## src/rtl/sdram_word_pkg.sv

```systemverilog
package sdram_word_pkg;
  // Device command as {cs_n, ras_n, cas_n, we_n}
  typedef enum logic [3:0] {
    CMD_MRS = 4'b0000,
    CMD_REF = 4'b0001,
    CMD_PRE = 4'b0010,
    CMD_ACT = 4'b0011,
    CMD_WR  = 4'b0100,
    CMD_RD  = 4'b0101,
    CMD_NOP = 4'b0111
  } sd_cmd_e;

  typedef enum logic [3:0] {
    ST_PWR, ST_IPRE, ST_IREF1, ST_IREF2, ST_IMRS,
    ST_IDLE, ST_WAIT, ST_RW, ST_WR2, ST_RDH, ST_RDL, ST_PRE
  } seq_st_e;

  localparam int CAS_LAT = 2;
  localparam int BURST_CODE = 1;   // two-beat burst
endpackage

```

## src/rtl/sdram_refresh_timer.sv

```systemverilog
module sdram_refresh_timer #(
  parameter int REF_PERIOD = 975
) (
  input  logic clk,
  input  logic rst,
  input  logic ack,
  output logic pend
);
  localparam int CW = $clog2(REF_PERIOD + 1);

  logic [CW-1:0] tick_cnt;
  logic          tick;

  assign tick = (tick_cnt == CW'(REF_PERIOD - 1));

  always_ff @(posedge clk) begin
    if (rst) begin
      tick_cnt <= '0;
      pend     <= 1'b0;
    end else begin
      tick_cnt <= tick ? '0 : tick_cnt + 1'b1;
      if (ack)  pend <= 1'b0;
      if (tick) pend <= 1'b1;
    end
  end

  AST_REF_PEND_HOLD: assert property (@(posedge clk) disable iff (rst)
    (pend && !ack) |=> pend);
  AST_REF_ACK_PENDING: assert property (@(posedge clk) disable iff (rst)
    ack |-> pend);
endmodule

```

## src/rtl/sdram_word_seq.sv

```systemverilog
module sdram_word_seq
  import sdram_word_pkg::*;
#(
  parameter int DQ_W        = 16,
  parameter int ROW_W       = 13,
  parameter int COL_W       = 9,
  parameter int BA_W        = 2,
  parameter int INIT_CYCLES = 25000,
  parameter int T_RP        = 3,
  parameter int T_RFC       = 9,
  parameter int T_RCD       = 3,
  parameter int T_MRD       = 2,
  parameter int T_WR        = 2,
  localparam int WADDR_W    = BA_W + ROW_W + COL_W - 1,
  localparam int WORD_W     = 2 * DQ_W
) (
  input  logic               clk,
  input  logic               rst,
  input  logic               req_valid,
  output logic               req_ready,
  input  logic               req_we,
  input  logic [WADDR_W-1:0] req_addr,
  input  logic [WORD_W-1:0]  req_wdata,
  output logic               done_valid,
  output logic [WORD_W-1:0]  done_rdata,
  input  logic               ref_pend,
  output logic               ref_ack,
  output sd_cmd_e            cmd_q,
  output logic [BA_W-1:0]    sd_ba,
  output logic [ROW_W-1:0]   sd_addr,
  output logic [DQ_W-1:0]    sd_dq_out,
  output logic               sd_dq_oe,
  input  logic [DQ_W-1:0]    sd_dq_in
);
  localparam int CW     = $clog2(INIT_CYCLES + T_RFC + T_RP + 2);
  localparam int RD_LAT = CAS_LAT + 1;  // command register + device CAS latency
  localparam logic [ROW_W-1:0] MODE_WORD =
    ROW_W'({3'(CAS_LAT), 1'b0, 3'(BURST_CODE)});

  seq_st_e             state, ret;
  logic [CW-1:0]       cnt;
  logic                op_we;
  logic [WADDR_W-1:0]  op_addr;
  logic [WORD_W-1:0]   op_wdata;

  assign req_ready = (state == ST_IDLE) && !ref_pend;
  assign ref_ack   = (state == ST_IDLE) && ref_pend;

  always_ff @(posedge clk) begin
    if (rst) begin
      state      <= ST_PWR;
      ret        <= ST_IDLE;
      cnt        <= CW'(INIT_CYCLES - 1);
      cmd_q      <= CMD_NOP;
      sd_ba      <= '0;
      sd_addr    <= '0;
      sd_dq_out  <= '0;
      sd_dq_oe   <= 1'b0;
      done_valid <= 1'b0;
      done_rdata <= '0;
      op_we      <= 1'b0;
      op_addr    <= '0;
      op_wdata   <= '0;
    end else begin
      cmd_q      <= CMD_NOP;
      sd_dq_oe   <= 1'b0;
      done_valid <= 1'b0;
      unique case (state)
        ST_PWR: begin
          if (cnt == '0) state <= ST_IPRE;
          else           cnt   <= cnt - 1'b1;
        end
        ST_IPRE: begin
          cmd_q       <= CMD_PRE;
          sd_ba       <= '0;
          sd_addr     <= '0;
          sd_addr[10] <= 1'b1;
          cnt <= CW'(T_RP - 2);  ret <= ST_IREF1;  state <= ST_WAIT;
        end
        ST_IREF1, ST_IREF2: begin
          cmd_q <= CMD_REF;
          cnt   <= CW'(T_RFC - 2);
          ret   <= (state == ST_IREF1) ? ST_IREF2 : ST_IMRS;
          state <= ST_WAIT;
        end
        ST_IMRS: begin
          cmd_q   <= CMD_MRS;
          sd_ba   <= '0;
          sd_addr <= MODE_WORD;
          cnt <= CW'(T_MRD - 2);  ret <= ST_IDLE;  state <= ST_WAIT;
        end
        ST_IDLE: begin
          if (ref_pend) begin
            cmd_q <= CMD_REF;
            cnt <= CW'(T_RFC - 2);  ret <= ST_IDLE;  state <= ST_WAIT;
          end else if (req_valid) begin
            cmd_q    <= CMD_ACT;
            sd_ba    <= req_addr[WADDR_W-1 -: BA_W];
            sd_addr  <= req_addr[COL_W-1 +: ROW_W];
            op_we    <= req_we;
            op_addr  <= req_addr;
            op_wdata <= req_wdata;
            cnt <= CW'(T_RCD - 2);  ret <= ST_RW;  state <= ST_WAIT;
          end
        end
        ST_WAIT: begin
          if (cnt == '0) state <= ret;
          else           cnt   <= cnt - 1'b1;
        end
        ST_RW: begin
          sd_addr <= ROW_W'({op_addr[COL_W-2:0], 1'b0});
          if (op_we) begin
            cmd_q     <= CMD_WR;
            sd_dq_out <= op_wdata[WORD_W-1 -: DQ_W];
            sd_dq_oe  <= 1'b1;
            state     <= ST_WR2;
          end else begin
            cmd_q <= CMD_RD;
            cnt <= CW'(RD_LAT - 2);  ret <= ST_RDH;  state <= ST_WAIT;
          end
        end
        ST_WR2: begin
          sd_dq_out  <= op_wdata[DQ_W-1:0];
          sd_dq_oe   <= 1'b1;
          done_valid <= 1'b1;
          cnt <= CW'(T_WR - 2);  ret <= ST_PRE;  state <= ST_WAIT;
        end
        ST_RDH: begin
          done_rdata[WORD_W-1 -: DQ_W] <= sd_dq_in;
          state <= ST_RDL;
        end
        ST_RDL: begin
          done_rdata[DQ_W-1:0] <= sd_dq_in;
          done_valid <= 1'b1;
          state      <= ST_PRE;
        end
        ST_PRE: begin
          cmd_q   <= CMD_PRE;
          sd_addr <= '0;
          cnt <= CW'(T_RP - 2);  ret <= ST_IDLE;  state <= ST_WAIT;
        end
        default: state <= ST_IDLE;
      endcase
    end
  end

  AST_REF_BEFORE_REQ: assert property (@(posedge clk) disable iff (rst)
    (state == ST_IDLE && ref_pend) |=> (cmd_q == CMD_REF));
  AST_RD_DONE_THEN_CLOSE: assert property (@(posedge clk) disable iff (rst)
    (done_valid && !op_we) |=> (cmd_q == CMD_PRE));
  AST_NO_READY_WHILE_CLOSING: assert property (@(posedge clk) disable iff (rst)
    (cmd_q == CMD_PRE || cmd_q == CMD_REF) |-> !req_ready);
  AST_WR_UPPER_WITH_CMD: assert property (@(posedge clk) disable iff (rst)
    $rose(sd_dq_oe) |-> (cmd_q == CMD_WR));
  AST_WR_SECOND_BEAT: assert property (@(posedge clk) disable iff (rst)
    (sd_dq_oe && cmd_q == CMD_WR) |=> (sd_dq_oe && cmd_q == CMD_NOP && done_valid));
endmodule

```

## src/rtl/sdram_word_ctrl.sv

```systemverilog
module sdram_word_ctrl
  import sdram_word_pkg::*;
#(
  parameter int DQ_W        = 16,
  parameter int ROW_W       = 13,
  parameter int COL_W       = 9,
  parameter int BA_W        = 2,
  parameter int INIT_CYCLES = 25000,
  parameter int REF_PERIOD  = 975,
  parameter int T_RP        = 3,
  parameter int T_RFC       = 9,
  parameter int T_RCD       = 3,
  parameter int T_MRD       = 2,
  parameter int T_WR        = 2,
  localparam int WADDR_W    = BA_W + ROW_W + COL_W - 1,
  localparam int WORD_W     = 2 * DQ_W
) (
  input  logic               clk,
  input  logic               rst,
  input  logic               req_valid,
  output logic               req_ready,
  input  logic               req_we,
  input  logic [WADDR_W-1:0] req_addr,
  input  logic [WORD_W-1:0]  req_wdata,
  output logic               done_valid,
  output logic [WORD_W-1:0]  done_rdata,
  output logic               sd_cs_n,
  output logic               sd_ras_n,
  output logic               sd_cas_n,
  output logic               sd_we_n,
  output logic [BA_W-1:0]    sd_ba,
  output logic [ROW_W-1:0]   sd_addr,
  output logic [DQ_W-1:0]    sd_dq_out,
  output logic               sd_dq_oe,
  input  logic [DQ_W-1:0]    sd_dq_in
);
  logic    ref_pend;
  logic    ref_ack;
  sd_cmd_e cmd_q;

  assign {sd_cs_n, sd_ras_n, sd_cas_n, sd_we_n} = cmd_q;

  sdram_refresh_timer #(.REF_PERIOD(REF_PERIOD)) u_ref (
    .clk  (clk),
    .rst  (rst),
    .ack  (ref_ack),
    .pend (ref_pend)
  );

  sdram_word_seq #(
    .DQ_W(DQ_W), .ROW_W(ROW_W), .COL_W(COL_W), .BA_W(BA_W),
    .INIT_CYCLES(INIT_CYCLES), .T_RP(T_RP), .T_RFC(T_RFC),
    .T_RCD(T_RCD), .T_MRD(T_MRD), .T_WR(T_WR)
  ) u_seq (
    .clk        (clk),
    .rst        (rst),
    .req_valid  (req_valid),
    .req_ready  (req_ready),
    .req_we     (req_we),
    .req_addr   (req_addr),
    .req_wdata  (req_wdata),
    .done_valid (done_valid),
    .done_rdata (done_rdata),
    .ref_pend   (ref_pend),
    .ref_ack    (ref_ack),
    .cmd_q      (cmd_q),
    .sd_ba      (sd_ba),
    .sd_addr    (sd_addr),
    .sd_dq_out  (sd_dq_out),
    .sd_dq_oe   (sd_dq_oe),
    .sd_dq_in   (sd_dq_in)
  );
endmodule

```

## config.mk

```make
export PLATFORM = sky130hd
export DESIGN_NAME = sdram_word_ctrl
export DESIGN_NICKNAME = d
export VERILOG_FILES = /design/src/rtl/sdram_word_pkg.sv /design/src/rtl/sdram_refresh_timer.sv /design/src/rtl/sdram_word_seq.sv /design/src/rtl/sdram_word_ctrl.sv
export SDC_FILE = /design/constraint.sdc
export NUM_CORES = 1
export LEC_CHECK = 0
export CORE_UTILIZATION = 45
export CTS_BUF_LIST = sky130_fd_sc_hd__clkbuf_16
export DETAILED_ROUTE_END_ITERATION = 12
export PLACE_DENSITY = 0.81
export SETUP_SLACK_MARGIN = 0.3
export SLEW_MARGIN = 30
export SYNTH_ARGS = -nofsm -noshare
export SYNTH_HDL_FRONTEND = slang
export SYNTH_SLANG_ARGS = --single-unit
```

## constraint.sdc

```tcl
create_clock -name clk -period 2 [get_ports clk]
set_clock_uncertainty 0.05 [all_clocks]
set_input_delay 0.3 -clock clk [delete_from_list [all_inputs] [get_ports clk]]
set_output_delay 0.3 -clock clk [all_outputs]
set_load 0.03 [all_outputs]
```

# Word-level counts from Yosys, hierarchy flattened
# Index checks and enable logic that the tools add are counted.
word_totals:
  wordCells: 99
  register_bits: 144
  out_inout_bits: 70
  in_bits: 75
classes:
  n_mux: 33
  n_addsub: 2
  n_eq_ne: 20
  bitwise_logic: 1
  n_reduce_logical: 27
op_table:
  columns: ["operator", "n"]
  rows:
  - ["$pmux 15 s6", 1]
  - ["$pmux 13 s5", 1]
  - ["$mux 15", 4]
  - ["$mux 4", 9]
  - ["$pmux 16 s2", 1]
  - ["$pmux 4 s7", 1]
  - ["$mux 13", 2]
  - ["$pmux 4 s6", 1]
  - ["$pmux 4 s5", 1]
  - ["$eq 4x3->1 const B", 4]
  - ["$eq 4x4->1 const B", 4]
  - ["$mux 16", 1]
  - ["$reduce_or 2->1", 8]
  - ["$logic_not 15->1", 1]
  - ["$reduce_and 3->1", 5]
  - ["$sub 15x1->15 const B", 1]
  - ["$reduce_bool 6->1", 2]
  - ["$add 10x1->10 const B", 1]
  - ["$eq 10x10->1 const B", 1]
  - ["$eq 4x2->1 const B", 2]
  - ["$ne 2x2->1 const B", 4]
  - ["$mux 3", 2]
  - ["$ne 2x1->1 const B", 3]
  - ["$reduce_bool 2->1", 3]
  - ["other kinds (14)", 20]

# Logic depth before layout (Yosys ltp)
# Gate-level depths: netlist (run 1).
depth:
  ltp_word: 4
  ltp_mapped: 8
  mapped_depth_nobuf: 7

# Hierarchy
# Synthesis (run 1) repeated with hierarchy kept, for this count alone.
hier_totals:
  hier_cells: 758
  area_unflattened_um2: 6172.2
by_module_without_submodules:
  columns: ["mod", "cells_each", "seq_area_each_um2", "n_inst", "area_each_um2"]
  rows:
  - ["sdram_word_seq", 701, 2642.5, 1, 5629.1]
  - ["sdram_refresh_timer", 57, 220.2, 1, 543.0]

# Worst setup path before layout (run 1)
# No wires, ideal clock.
synth_path:
  path_kind: "flip-flop to flip-flop"
  startpoint: "register u_seq.state[2]"
  endpoint: "register u_seq.cnt[2]"
  path_stages_with_launch: 8
  arrival_ps: 1833
  synth_period_minus_slack_ps: 2005
  t_required_ps: 1828
  n_path_buf: 2
  setup_ps: 122
  setup_slack_ps: -5
  path_cell_list: "dfxtp_1 -> buf_6 -> nor2b_1 -> or4_4 -> nor3_4 -> buf_6 -> nor2_4 -> a221o_1"
synth_between:
  elab_chain_len: 4
  word_cells_on_any_way: 20
  cone_classes: "12 x eq/ne; 1 x mux; 7 x reduce/logical"
synth_lines:
  columns: ["item", "line", "rtl"]
  rows:
  - ["start: declaration", "sdram_word_seq.sv:40", "seq_st_e state, ret;"]
  - ["start signal: assignment", "sdram_word_seq.sv:107", "if (cnt == '0) state <= ret;"]
  - ["$eq 4x3->1, or another cell as far along", "sdram_word_seq.sv:68", "unique case (state)"]
  - ["$reduce_or 2->1 (no line)", null, null]
  - ["$reduce_bool 6->1 (no line) / $ne 2x2->1 (equally long branches)", null, null]
  - ["$reduce_and 4->1 (no line)", null, null]
  - ["end signal: assignment", "sdram_word_seq.sv:71", "else cnt <= cnt - 1'b1;"]
  - ["end signal: assignment", "sdram_word_seq.sv:82", "cnt <= CW'(T_RFC - 2);"]
  - ["end signal: assignment", "sdram_word_seq.sv:108", "else cnt <= cnt - 1'b1;"]
  - ["end: declaration", "sdram_word_seq.sv:41", "logic [CW-1:0] cnt;"]
# Parallel ways exist; a longest one is shown, timed or not.
# A chain may end at the register's enable or synchronous reset.

# Worst setup path in the final report (run 1)
layout_path:
  startpoint: "register u_seq.cnt[0]"
  endpoint: "register u_seq.cnt[11]"
layout_between:
  elab_chain_len: 3
  word_cells_on_any_way: 6
  cone_classes: "1 x add/sub; 1 x eq/ne; 2 x mux; 2 x reduce/logical"
layout_lines:
  columns: ["item", "line", "rtl"]
  rows:
  - ["start signal: assignment", "sdram_word_seq.sv:53", "cnt <= CW'(INIT_CYCLES - 1);"]
  - ["start signal: assignment", "sdram_word_seq.sv:71", null]
  - ["start signal: assignment", "sdram_word_seq.sv:82", null]
  - ["$sub 15x1->15 / $logic_not 15->1 (equally long branches)", null, null]
  - ["$mux 15 / $ne 2x2->1 (equally long branches)", null, null]
  - ["$pmux 15 s6 / $reduce_and 4->1 (equally long branches)", null, null]
# Parallel ways exist; a longest one is shown, timed or not. The select of a mux whose other input is x is not followed.

==> flow_summary_export.csv, run 1 <==
group,metric,value,unit
final_layout,drive_above_1_share,34.2,%
yosys,synth_nets,829,
placed_design,io_buffer_count,143,
clocking,clock-root-buffer,"clkbuf_16",
yosys,synth_ff_type,"dfxtp_1",
clocking,cts-buffers-inserted,17,
yosys,syn_avg_cell_area,8.19,µm²
floorplanning,die_height,119,µm
power_and_ir_drop,seq_power_share,44.2,%
critical_path,cp-startpoint,"u_seq.cnt[0]",
global_route,antenna_found_initial,0,
critical_path,ff2ff_path_depth,6,
sta,post-route-min-period,2.03,ns
floorplanning,die-area,14100,µm²
power_and_ir_drop,p_total,6.48,mW
hold_path,hold_start,"rst",
final_layout,synthToLayoutAreaGrowth,70.7,%
drt,drc,0,
final_layout,final_common_cell,"dfxtp_1",
yosys,synth_edf_count,0,
critical_path,r2r-end,"u_seq.cnt[11]",
yosys,synthesis.area,6150,µm²
power_and_ir_drop,power.density,618,nW/µm²
power_and_ir_drop,switching_power,1.49,mW
global_route,grt_pass1_wl,30.7,mm
critical_path,critPathArrivalTime,2.35,ns
yosys,yosysTopAreaCell,"dfxtp_1",
sta,period_share,101,%
critical_path,worstPathRequired,2.32,ns
sta,timing.final.setup_violations,2,
placed_design,dp_worst_setup_slack,-0.146,ns
power_and_ir_drop,p_sw_share,23.0,%
clocking,clkTransAtPathRegs,0.06,ns
placed_design,placed_cell_area,8220,µm²
critical_path,worstSetupStartpointType,"flip-flop",
clocking,cts.htree.levels,4,
status,outcome,"finished with violations",
yosys,yosysWarningCount,0,
power_and_ir_drop,vdd_drop_max,559,µV
drt,firstDrtPassIters,6,
floorplanning,die_w,119,µm
status,violations,"negative setup slack",
final_layout,final_cell_mix,"dfxtp_1 (133), nand2_1 (130), buf_4 (82)",
critical_path,r2r_start,"u_seq.cnt[0]",
final_layout,final_net_count,1074,
drt,wl_per_cell,22.1,µm
yosys,ys_seq_elements,143,
critical_path,crit_path_end,"u_seq.cnt[11]",
final_layout,fillers,721,
sta,tightest_slew,0.689,ns
power_and_ir_drop,internal_power,4.99,mW
global_route,grt_pass1_vias,6219,
yosys,async_reset_ff_share,0,%
sta,rsz0062_at_grt,"true",
global_route,grt-ovfl-total,0,
placed_design,dp_hpwl,11.1,mm
clocking,clk_latency,0.44,ns
clocking,cts_tree,"built",
critical_path,critPathKind,"flip-flop to flip-flop",
floorplanning,rows,42,
final_layout,antenna_cells,0,
drt,vias,7293,
sta,maxSlewViolCount,0,
sta,setup_slack,-0.0297,ns
yosys,synthTopCellsByArea,"dfxtp_1 (47%), nand2_1 (10%), a21oi_1 (7.7%)",
sta,hold_viol,0,
clocking,clk_path_buf_depth,2,
drt,drtIter0Drc,895,
sta,max-slew-margin-rel,54.1,%
clocking,holdBufCountCts,0,
power_and_ir_drop,p_clk_share,50.6,%
placed_design,globalplace.congestion,0.858,
floorplanning,coreArea,13300,µm²
final_layout,final_cell_area,10500,µm²
global_route,grt_max_degree,49,
hold_path,hp-class,"input port to flip-flop",
critical_path,worst-r2r-setup-slack,-0.03,ns
flow_run,maxCapViolCount,0,
sta,fmax,493,MHz
drt,ant_nets,0,
yosys,seq_area_frac_synth,46.6,%
yosys,synth_top_area_share,46.6,%
floorplanning,initial_core_util,46.2,%
drt,viasPerCell,6.15,
yosys,synthCells,751,
critical_path,crit_path_end_kind,"flip-flop",
critical_path,cp_max_fo,4,
clocking,numClockSinks,143,
power_and_ir_drop,p_leak,4.31,nW
global_route,grtUsageTotal,27.5,%
yosys,synthDistinctLibCells,66,
drt,drt_wl_total,26.2,mm
power_and_ir_drop,p_comb_share,5.2,%
floorplanning,pin_count,145,
## cell families (layout without fill, tap and decap cells)
group	count (synthesis)	in the layout	synth area share, %
AOI/OAI and AO/OA	189	189	19.5
xor gates and xnor gates	10	10	1.42
adders and majority gates	3	3	0.611
buffers and inverters	62	317	4.27
DFF	143	143	46.6
muxes	19	19	3.09
other	1	1	0.0610
and+or+nand+nor	324	327	24.5
## power groups by stage
stage	clock network (mW)	logic, mW	registers, mW
after floorplan	0	0.0896	2.93
after global placement	0	0.276	2.93
after detailed placement	0	0.275	2.93
after CTS	3.22	0.284	2.86
after global routing	3.41	0.350	2.87
final	3.28	0.336	2.87
## worst max-delay path, stage by stage (launching register included)
cell	delay, ns
dfxtp_2	0.31
buf_4	0.14
nor2_1	0.34
nand4_1	0.32
buf_4	0.25
or4_1	0.41
a21boi_1	0.14
## worst min-delay path by stage
stage / end / slack (ns) / cells after the start
global route: u_seq.op_wdata[1] / 0.35 / 2
global placement: u_seq.sd_ba[1] / 0.39 / 2
detailed placement: u_seq.op_wdata[23] / 0.40 / 2
CTS: u_ref.pend / 0.29 / 2
floorplan: u_seq.op_wdata[16] / 0.39 / 2
finish: u_seq.op_wdata[18] / 0.35 / 2
## registers in the layout, indices dropped and copies added (netlist names)
name	cells
u_ref.tick_cnt	10
u_seq.ret	4
u_seq.cmd_q	3
u_seq.cnt	15
u_seq.sd_ba	2
u_seq.sd_dq_out	16
u_seq.op_wdata	32
u_seq.state	4
u_ref.pend	1
u_seq.sd_addr	13
u_seq.done_valid	1
u_seq.op_we	1
u_seq.done_rdata	32
u_seq.sd_dq_oe	1
u_seq.op_addr	8
## synth_stat cells (all sizes together), types with 3 or more instances
cell,n
mux2i,19
o211ai,10
o31ai,5
nand2,169
a222oi,7
nand3,17
a21oi,95
inv,8
buf,12
nor3,27
a211oi,19
ha,3
nor3b,4
nor2b,5
clkbuf,42
or3,6
xnor2,6
xor2,4
a21boi,7
nor4,4
dfxtp,143
and3,5
o21ai,17
or2,3
nor2,50
nor4b,5
or4,6
o21bai,5
nand4,5
nand2b,11
a31oi,4
nand3b,3
## layout make-up
cell class	instances	area, µm²	share of cell area [%]
Clock inverter	15	169	1.61
Tap cell	176	220	2.10
Sequential cell	143	2890	27.5
Clock buffer	17	425	4.05
Timing Repair Buffer	277	2730	26.0
Inverter	8	37.5	0.358
Multi-Input combinational cell	549	4020	38.3
## routing by layer
layer | routed length, µm | GRT usage, % | vias up
met5 | 0 | 0 | -
met1 | 9160 | 31.5 | 3432
met4 | 1850 | 14.2 | 0
met3 | 2190 | 9.20 | 179
li1 | - | - | 3143
met2 | 13000 | 45.4 | 539
## metrics by stage
step                      hold slack [ns]  TNS (ns)  util [%]  std cells
after floorplan                     0.386         0         -        751
after global placement              0.391    -0.434      61.8       1083
after detailed placement            0.397    -0.823      61.8       1083
after CTS                           0.286         0      69.8       1148
after global routing                0.352    -0.296      78.9       1185
final                               0.346   -0.0414      78.9       1185
## what timing repair did
action                     4_1_cts  5_1_grt
pin swaps                       30      127
gates cloned                     4        9
setup endpoints to repair      180      113
buffers inserted                29       28
resized for setup              133      202
(Power assumes the default switching activity.)
==> inputs of run 2 (changes only) <==
- CORE_ASPECT_RATIO: not set -> 0.7
- CTS_CLUSTER_DIAMETER: not set -> 120
- CTS_CLUSTER_SIZE: not set -> 40
==> run 2 against run 1 <==
Against the previous run: the flow now finishes without violations; clock power fell by 9.8%; sequential power about the same; utilization down 6.1 points; largest power group unchanged.
==> flow_summary_export.csv, run 2 (synthesis results as in run 1) <==
group,metric,value,unit
final_layout,final_net_count,1046,
power_and_ir_drop,internal_power,4.65,mW
final_layout,final_cell_mix,"nand2_1 (163), dfxtp_1 (136), a21oi_1 (90)",
sta,period_share,97.5,%
critical_path,crit_path_end_kind,"flip-flop",
critical_path,critPathKind,"flip-flop to flip-flop",
placed_design,dp_cells,1090,
flow_run,maxCapViolCount,0,
power_and_ir_drop,switching_power,1.47,mW
final_layout,finalNonFillerCells,1166,
sta,fmax,513,MHz
global_route,grtUsageTotal,26.8,%
clocking,clk_latency,0.42,ns
final_layout,drive_above_1_share,23.1,%
sta,setup_tns,0,ns
floorplanning,rows,35,
global_route,grt_max_degree,52,
critical_path,cp_max_fo,5,
floorplanning,die_height,99.8,µm
floorplanning,initial_core_util,46.5,%
final_layout,fillers,987,
critical_path,worstPathRequired,2.25,ns
power_and_ir_drop,vdd_drop_max,604,µV
clocking,cts.htree.levels,4,
floorplanning,die-area,14100,µm²
global_route,grt_use_met1,36.4,%
global_route,grtUsageMet2,41.6,%
sta,hold_viol,0,
global_route,grt-ovfl-total,0,
power_and_ir_drop,p_sw_share,24.0,%
drt,vias,6538,
power_and_ir_drop,power.density,636,nW/µm²
drt,drc,0,
power_and_ir_drop,p_clk_share,48.3,%
clocking,cts-buffers-inserted,17,
global_route,antenna_found_initial,0,
final_layout,finish.utilization,72.8,%
global_route,grt_use_met3,8.02,%
power_and_ir_drop,seq_power_share,46.8,%
final_layout,antenna_cells,0,
clocking,clk_path_buf_depth,2,
sta,holdWs,0.318,ns
sta,tightest_slew,0.602,ns
power_and_ir_drop,p_total,6.12,mW
power_and_ir_drop,p_comb_share,4.9,%
floorplanning,coreArea,13200,µm²
drt,drt_wl_total,21.0,mm
sta,rsz0062_at_grt,"true",
global_route,grt.busiest_layer,"met2",
global_route,grt_pass1_wl,30.1,mm
sta,post-route-min-period,1.95,ns
floorplanning,pin_count,145,
clocking,clock-root-buffer,"clkbuf_16",
sta,maxSlewViolCount,0,
drt,ant_nets,0,
drt,firstDrtPassIters,6,
placed_design,dp_hpwl,12.2,mm
final_layout,reg_top3,"u_seq.done_rdata (32), u_seq.op_wdata (32), u_seq.sd_dq_out (16)",
final_layout,synthToLayoutAreaGrowth,56.6,%
sta,timing.final.setup_violations,0,
global_route,grt_pass1_vias,5938,
critical_path,critPathArrivalTime,2.20,ns
clocking,cts_tree,"built",
final_layout,final_common_cell,"nand2_1",
status,outcome,"finished, final reports clean",
drt,drtIter0Drc,617,
hold_path,hp-class,"input port to flip-flop",
clocking,clkTransAtPathRegs,0.06,ns
critical_path,worstSetupStartpointType,"flip-flop",
floorplanning,die_w,142,µm
placed_design,io_buffer_count,143,
drt,viasPerCell,5.61,
placed_design,globalplace.congestion,0.903,
sta,max-slew-margin-rel,59.8,%
clocking,numClockSinks,143,
drt,wl_per_cell,18.0,µm
power_and_ir_drop,p_leak,3.87,nW
[run 2: changes by cell type in the layout (fill, tap and decap cells not counted), moves of 5 or more]
cell     change
a21oi_1     +37
a21oi_2     -37
buf_8        -6
nand2_4     -27
buf_4       -19
nand2_1     +33
nand3_1      +5
[run 2: per-stage QoR]
stage / setup WS, ns / cell area (µm²)
floorplan: 0.0669 / 6280
global placement: -0.123 / 8240
detailed placement: -0.204 / 8240
CTS: 0.0767 / 9080
global route: -0.0246 / 9630
finish: 0.0498 / 9630
[run 2: cell type report]
| type | count | area [µm²] | area share (%) |
|---|---|---|---|
| multi-input combinational | 550 | 3490 | 36.3 |
| sequential | 143 | 2880 | 30.0 |
| timing repair buffer | 248 | 2440 | 25.3 |
| clock buffer | 17 | 425 | 4.42 |
| tap | 185 | 231 | 2.40 |
| clock inverter | 15 | 125 | 1.30 |
| inverter | 8 | 30.0 | 0.312 |
[run 2: power by group through the flow]
stage	logic (mW)	clock network [mW]	registers, mW
6_report	0.297	2.96	2.86
2_1_floorplan	0.0896	0	2.93
3_5_place_dp	0.274	0	2.93
3_3_place_gp	0.272	0	2.93
4_1_cts	0.280	2.98	2.87
5_1_grt	0.316	3.13	2.86
[run 2: path summary, 6_finish.rpt]
check | startpoint | end | slack (ns) | depth (start not counted)
setup / recovery | u_seq.state[0] | u_seq.cnt[7] | 0.05 | 8
hold / removal | rst | u_ref.pend | 0.32 | 2
setup reg to reg | u_seq.state[0] | u_seq.cnt[7] | 0.05 | 8
hold reg to reg | u_seq.done_rdata[28] | u_seq.done_rdata[28] | 0.40 | 2
[run 2: repair_timing]
action | CTS | global route
buffers inserted | 18 | 14
resized for setup | 108 | 94
endpoints found under the setup margin | 164 | 102
hold buffers | 0 | 0
cloned | 5 | 7
pin swaps | 12 | 55
[run 2: worst max-delay path: stages, from the launching register on]
cell     delay (ns)
dfxtp_4        0.37
buf_12         0.13
nor3b_4        0.16
nor3_4         0.25
buf_4          0.15
a211o_1        0.18
buf_4          0.15
o21ai_0        0.10
a311o_1        0.30
[run 2: metal layers]
metal	wire length, µm	up-vias
met3	1910	36
li1	-	3084
met4	301	0
met5	0	-
met2	9600	325
met1	9190	3093
